File: config.mk
export PLATFORM = sky130hd
export DESIGN_NAME = xirq_ctrl
export DESIGN_NICKNAME = d
export VERILOG_FILES = /design/src/rtl/xirq_pkg.sv /design/src/rtl/xirq_sync.sv /design/src/rtl/xirq_edge.sv /design/src/rtl/xirq_flags.sv /design/src/rtl/xirq_ctrl.sv
export SDC_FILE = /design/constraint.sdc
export NUM_CORES = 1
export LEC_CHECK = 0
export BUFFER_PORTS_ARGS = -buffer_cell sky130_fd_sc_hd__buf_2
export CAP_MARGIN = 20
export CORE_ASPECT_RATIO = 0.8
export CORE_MARGIN = 2
export CORE_UTILIZATION = 48
export CTS_CLUSTER_DIAMETER = 200
export DETAILED_ROUTE_END_ITERATION = 10
export GPL_TIMING_DRIVEN = 0
export HOLD_SLACK_MARGIN = 0.05
export PLACE_DENSITY = 0.72
export REMOVE_ABC_BUFFERS = 1
export SETUP_SLACK_MARGIN = 0.3
export SLEW_MARGIN = 0
export SYNTH_ARGS = -nofsm -noshare
export SYNTH_HDL_FRONTEND = slang
export SYNTH_SLANG_ARGS = --single-unit
File: constraint.sdc
create_clock -name clk -period 2 [get_ports clk]
set_input_delay 0.1 -clock clk [delete_from_list [all_inputs] [get_ports clk]]
set_output_delay 0.1 -clock clk [all_outputs]
set_load 0.005 [all_outputs]
File: src/rtl/xirq_pkg.sv
package xirq_pkg;

   localparam int REG_W    = 8;
   localparam int MAX_PINS = 5;

   typedef enum logic [1:0] {
      SEL_POL  = 2'd0,
      SEL_EN   = 2'd1,
      SEL_FLAG = 2'd2,
      SEL_NONE = 2'd3
   } reg_sel_e;

   // constant bits that appear in readback
   localparam logic [REG_W-1:0] POL_ONES  = 8'h60;
   localparam logic [REG_W-1:0] FLAG_ONES = 8'h20;

endpackage

File: src/rtl/xirq_sync.sv
module xirq_sync #(
   parameter int WIDTH  = 5,
   parameter int STAGES = 2
) (
   input  logic             clk,
   input  logic             rst_n,
   input  logic [WIDTH-1:0] async_in,
   output logic [WIDTH-1:0] sync_out
);

   logic [WIDTH-1:0] chain [STAGES];

   generate
      if (STAGES < 2) begin : g_bad
         $error("xirq_sync: STAGES must be at least 2");
      end
      for (genvar s = 0; s < STAGES; s++) begin : g_stage
         if (s == 0) begin : g_first
            always_ff @(posedge clk or negedge rst_n) begin
               if (!rst_n) chain[0] <= '0;
               else        chain[0] <= async_in;
            end
         end else begin : g_next
            always_ff @(posedge clk or negedge rst_n) begin
               if (!rst_n) chain[s] <= '0;
               else        chain[s] <= chain[s-1];
            end
         end
      end
   endgenerate

   assign sync_out = chain[STAGES-1];

endmodule

File: src/rtl/xirq_edge.sv
module xirq_edge #(
   parameter int WIDTH = 5
) (
   input  logic             clk,
   input  logic             rst_n,
   input  logic [WIDTH-1:0] level,
   input  logic [WIDTH-1:0] rise_sel,
   output logic [WIDTH-1:0] prev,
   output logic [WIDTH-1:0] hit
);

   always_ff @(posedge clk or negedge rst_n) begin
      if (!rst_n) prev <= '0;
      else        prev <= level;
   end

   // only a real level change can produce a hit; polarity just picks which
   generate
      for (genvar i = 0; i < WIDTH; i++) begin : g_bit
         always_comb begin
            if (rise_sel[i]) hit[i] = level[i] & ~prev[i];
            else             hit[i] = ~level[i] & prev[i];
         end
      end
   endgenerate

endmodule

File: src/rtl/xirq_flags.sv
module xirq_flags #(
   parameter int WIDTH = 5
) (
   input  logic             clk,
   input  logic             rst_n,
   input  logic [WIDTH-1:0] hit,
   input  logic             clr_we,
   input  logic [WIDTH-1:0] keep_mask,
   output logic [WIDTH-1:0] flag
);

   generate
      for (genvar i = 0; i < WIDTH; i++) begin : g_flag
         always_ff @(posedge clk or negedge rst_n) begin
            if (!rst_n)
               flag[i] <= 1'b0;
            else if (hit[i])
               flag[i] <= 1'b1;           // hardware set wins over a clear
            else if (clr_we && !keep_mask[i])
               flag[i] <= 1'b0;
         end
      end
   endgenerate

endmodule

File: src/rtl/xirq_ctrl.sv
module xirq_ctrl
   import xirq_pkg::*;
#(
   parameter int NUM_PINS    = 5,
   parameter int SYNC_STAGES = 2
) (
   input  logic                clk,
   input  logic                rst_n,
   input  logic [NUM_PINS-1:0] irq_pin,
   input  logic [1:0]          bus_addr,
   input  logic                bus_we,
   input  logic [REG_W-1:0]    bus_wdata,
   output logic [REG_W-1:0]    bus_rdata,
   output logic                irq_o
);

   localparam logic [REG_W-1:0] PIN_MASK = REG_W'((1 << NUM_PINS) - 1);

   generate
      if (NUM_PINS < 1 || NUM_PINS > MAX_PINS) begin : g_chk_pins
         $error("xirq_ctrl: NUM_PINS out of range");
      end
      if ((PIN_MASK & (POL_ONES | FLAG_ONES)) != '0) begin : g_chk_fixed
         $error("xirq_ctrl: pin bits overlap fixed bits");
      end
   endgenerate

   logic [REG_W-1:0]    pol_q;
   logic [REG_W-1:0]    en_q;
   logic [NUM_PINS-1:0] sync_cur;
   logic [NUM_PINS-1:0] prev;
   logic [NUM_PINS-1:0] hit;
   logic [NUM_PINS-1:0] flag_q;
   logic                wr_pol, wr_en, wr_flag;

   assign wr_pol  = bus_we && (bus_addr == SEL_POL);
   assign wr_en   = bus_we && (bus_addr == SEL_EN);
   assign wr_flag = bus_we && (bus_addr == SEL_FLAG);

   always_ff @(posedge clk or negedge rst_n) begin
      if (!rst_n) begin
         pol_q <= '0;
         en_q  <= '0;
      end else begin
         if (wr_pol) pol_q <= bus_wdata & PIN_MASK;
         if (wr_en)  en_q  <= bus_wdata & PIN_MASK;
      end
   end

   xirq_sync #(.WIDTH(NUM_PINS), .STAGES(SYNC_STAGES)) u_sync (
      .clk      (clk),
      .rst_n    (rst_n),
      .async_in (irq_pin),
      .sync_out (sync_cur)
   );

   xirq_edge #(.WIDTH(NUM_PINS)) u_edge (
      .clk      (clk),
      .rst_n    (rst_n),
      .level    (sync_cur),
      .rise_sel (pol_q[NUM_PINS-1:0]),
      .prev     (prev),
      .hit      (hit)
   );

   xirq_flags #(.WIDTH(NUM_PINS)) u_flags (
      .clk       (clk),
      .rst_n     (rst_n),
      .hit       (hit),
      .clr_we    (wr_flag),
      .keep_mask (bus_wdata[NUM_PINS-1:0]),
      .flag      (flag_q)
   );

   always_comb begin
      unique case (reg_sel_e'(bus_addr))
         SEL_POL:  bus_rdata = pol_q | POL_ONES;
         SEL_EN:   bus_rdata = en_q;
         SEL_FLAG: bus_rdata = REG_W'(flag_q) | FLAG_ONES;
         default:  bus_rdata = '0;
      endcase
   end

   assign irq_o = |(flag_q & en_q[NUM_PINS-1:0]);

endmodule

# Word level (Yosys, flattened, before mapping)
# Cells that the tools add are included.
word_totals:
  reg_bits: 30
  latchBits: 0
  ram_bits: 0
  rom_bits: 0
  inputBits: 18
  out_inout_bits: 9
  elab_cells: 69
  mem_count: 0
classes:
  add_sub_neg: 0
  n_mul: 0
  div: 0
  n_lt_le_gt_ge: 0
  eq_ne: 2
  shift: 0
  muxes: 16
  bitwise_logic: 21
  reduce_logical: 20
ops:
  columns: ["cell", "n"]
  rows:
  - ["one-hot mux 7 bit (3 select lines)", 1]
  - ["two-way mux 1 bit", 15]
  - ["bitwise AND 1 bit", 10]
  - ["inverter 1 bit", 10]
  - ["nonzero test 2 bit", 5]
  - ["logical AND 1 bit", 8]
  - ["bitwise AND 5 bit", 1]
  - ["logical NOT 1 bit", 5]
  - ["OR reduction 5 bit", 1]
  - ["== test 2 x 1 -> 1 bit (second input constant)", 1]
  - ["== test 2 bit (second input constant)", 1]
  - ["logical NOT 2 bit", 1]

# Longest topological paths before layout
depth:
  word_depth: 5
  depth_mapped: 3
  depth_no_buf: 2

# Cells and area by module
# A second synthesis with hierarchy kept.
hier_totals:
  cells_unflattened: 93
  hier_area_um2: 1286.2
modules_own_cells:
  columns: ["mod", "instances", "cells_each", "area_each_um2"]
  rows:
  - ["xirq_ctrl", 1, 43, 570.5]
  - ["xirq_sync", 1, 15, 287.8]
  - ["xirq_edge", 1, 20, 234.0]
  - ["xirq_flags", 1, 15, 193.9]

# Worst setup path before layout
# Ideal clock, no wire load.
synth_path:
  kind: "input -> register"
  from: "in bus_addr[0]"
  to: "reg pol_q[0]"
  arrival_time_ps: 883
  t_required_ps: 1875
  path_slack_ps: 992
  path_stages: 3
  path_cell_list: "buf_4 -> nor3b_4 -> mux2_2"
synth_via:
  elab_chain_len: 2
synth_lines:
  columns: ["item", "line_no", "rtl"]
  rows:
  - ["from (decl)", "xirq_ctrl.sv:10", "input logic [1:0] bus_addr,"]
  - ["logical NOT 2 bit", "xirq_ctrl.sv:36", "assign wr_pol = bus_we && (bus_addr == SEL_POL);"]
  - ["logical AND 1 bit", "xirq_ctrl.sv:36", null]
  - ["to (signal assigned)", "xirq_ctrl.sv:45", "if (wr_pol) pol_q <= bus_wdata & PIN_MASK;"]
  - ["to (decl)", "xirq_ctrl.sv:28", "logic [REG_W-1:0] pol_q;"]
# Every way passes these cells.
# A chain may end at the register's enable or synchronous reset.

# Worst setup path in the final report
layout_path:
  from: "reg en_q[3]"
  to: "out irq_o"
layout_via:
  elab_chain_len: 2
layout_lines:
  columns: ["item", "line_no", "rtl"]
  rows:
  - ["from (decl)", "xirq_ctrl.sv:29", "logic [REG_W-1:0] en_q;"]
  - ["from (signal assigned)", "xirq_ctrl.sv:46", "if (wr_en) en_q <= bus_wdata & PIN_MASK;"]
  - ["bitwise AND 5 bit", "xirq_ctrl.sv:84", "assign irq_o = |(flag_q & en_q[NUM_PINS-1:0]);"]
  - ["OR reduction 5 bit", "xirq_ctrl.sv:84", null]
  - ["to (decl)", "xirq_ctrl.sv:14", "output logic irq_o"]
# Every way passes these cells.

==> metrics.txt <==
Slew Limit Fails=0; relative slew slack=0.577; clk_lat worst skew=320 ps; hpwl dp=1380 um; post-route setup TNS=0 ps; peak supply drop=0.402 mV; Placeable Area=between 2000 and 2500 sq um; status=finished clean; power share of the sequential group=0.565; reg2reg setup slack=around 1100 ps; largest net degree at the start of global routing=31; All-Layer GR Usage=0.169; n_diodes=0; Routed WL=approximately 2100 um; period utilization=0.707; RR Endpoint=u_flags.flag[3]; synthesized flop and latch total=30; die width=between 60 and 70 um; reg-to-reg startpoint=pol_q[3]; pwr dens=843 nW/um^2; Critical Path RT=1900 ps; DIE HEIGHT=between 40 and 50 um; min-delay src=bus_we; H-tree levels=2; Syn. warnings=0; Psw=324 uW; clk sinks=30; DRT iter0 DRCs=41; Root Driver=clkbuf_4; commonest non-fill, non-tap cells in the layout=30 x dfrtp_1, 22 x buf_2, 11 x dlygate4sd3_1; crit end category=output pin; R2R cell count=2; share of total power in combinational logic=0.156; CTS tree=built; hold depth=3; count of final hold-check violations=0; post-route ant nets=0; post-layout min period=between 1000 and 1500 ps; Post-route DRC=0; crit path max fanout=3; detailed-route via count=between 800 and 900; RSZ-0062 raised after global routing=false; crit path DAT=about 1300 ps; Final nets=between 100 and 150; Syn Area/Cell=approximately 15 sq um; drt first pass iters=4; first-pass GRT wire length=~3600 um; initial antenna violation count=0; Routed wire per std cell=about 13 um; Row Count=16; Switching Share=0.250; Final setup viols=0; Initial Util=0.505; final core utilization=0.629; total CTS buffers=5; Startpoint Class=flip-flop; commonest non-fill, non-tap cell in the layout=dfrtp_1; IO Pins=27; Fmax=707 MHz; Worst Hold Path EP=u_flags.flag[2]; clk buf depth=2; Int Pwr=about 970 uW; register area share after synthesis=0.609; gp weighted congestion=between 0.7 and 0.8; Pleak=around 0.00067 uW; Worst-path clk slew=90 ps; Cell variety after synth=17; vias in the first global route=810; Max Cap Violations=0; port buffer count=22; critical path class=reg -> out; post_cts resized=0; Worst Tran Pin Value=635 ps; aggregate global routing overflow=0; DIE AREA=~3000 sq um; Synth Instances=between 80 and 90; clock network power share=0.279; layout cells sized above 1=0.342; clock skew=roughly 8.8 ps; Worst Hold Class=in -> reg; Area Overhead vs Synth=24.6%; Mapped Area=about 1200 sq um; Vias/cell=approximately 5.1
-- cell families after synthesis --
| kind of cell | synth area share |
|---|---|
| flip-flops | 0.609 |
| AND/OR/NAND/NOR | 0.144 |
| multiplexers | 0.132 |
| AO/OA/AOI/OAI | 0.0904 |
| buffers and inverters | 0.0213 |
| other | 0.00304 |
-- layer usage --
layer / part of all wire / vias to the layer above / track usage
met5: 0 / - / 0
met4: 0.0062 / 0 / 0.101
met3: 0.046 / 2 / 0.0557
met2: 0.50 / 21 / 0.256
met1: 0.45 / 397 / 0.206
li1: - / 381 / -
-- cell usage after synthesis --
library cell	count	area, sq um
a221o_1	5	50.1
a222oi_1	1	10.0
a22oi_1	1	7.51
buf_4	3	22.5
conb_1	1	3.75
dfrtp_1	30	751
inv_1	1	3.75
mux2_2	10	113
mux2i_1	5	50.1
nand2_1	1	3.75
nand3b_4	1	20.0
nand4bb_1	5	56.3
nor2_1	1	3.75
nor2b_1	6	37.5
nor3b_1	5	37.5
nor3b_4	1	18.8
o2bb2ai_1	5	43.8
-- how the worst max path moves through the flow --
stage	from	end	slack [ps]
2_1_floorplan	pol_q[0]	u_flags.flag[0]	1110
3_3_place_gp	bus_addr[1]	pol_q[4]	810
3_5_place_dp	bus_addr[1]	pol_q[0]	820
4_1_cts	en_q[3]	irq_o	550
5_1_grt	en_q[3]	irq_o	460
6_report	en_q[3]	irq_o	590
-- flip-flops by register name, indices dropped and copies added (netlist names) --
| register | flops |
|---|---|
| en_q | 5 |
| pol_q | 5 |
| u_edge.prev | 5 |
| u_flags.flag | 5 |
| u_sync.chain | 5 |
| u_sync.sync_out | 5 |
-- power groups by stage --
| stage | sequential, uW | combinational, uW | clock (uW) |
|---|---|---|---|
| floorplan | 726 | 118 | 0 |
| global placement | 740 | 183 | 0 |
| detailed placement | 744 | 188 | 0 |
| CTS | 731 | 206 | 380 |
| global route | 743 | 225 | 408 |
| finish | 730 | 202 | 361 |
-- cell type report --
class	count	area, sq um
Clock buffer	7	55.1
Clock inverter	1	5.00
Fill cell	207	907
Sequential cell	30	751
Tap cell	36	45.0
Multi-Input combinational cell	48	455
Timing Repair Buffer	33	220
Inverter	1	3.75
-- stage by stage --
stage | total power [uW] | cell area (sq um) | setup slack (ps) | std cells | hold WS (ps)
after floorplan | 844 | 1210 | 1110 | 79 | -196
after global placement | 923 | 1370 | 813 | 137 | 156
after detailed placement | 932 | 1370 | 817 | 137 | 167
after CTS | 1320 | 1540 | 552 | 156 | 198
after global routing | 1380 | 1540 | 458 | 156 | 218
final | 1290 | 1540 | 586 | 156 | 215
-- repair_timing --
| action | 4_1_cts | 5_1_grt |
|---|---|---|
| setup endpoints to repair | 0 | 0 |
| hold endpoints to repair | 45 | 0 |
| hold buffers | 11 | 0 |
| setup buffers | 0 | 0 |
-- critical path, stage by stage, from the launching register on --
cell and delay [ps]:
dfrtp_1 410, a222oi_1 370, nand2_1 90, buf_2 140
(Power assumes the default switching activity.)
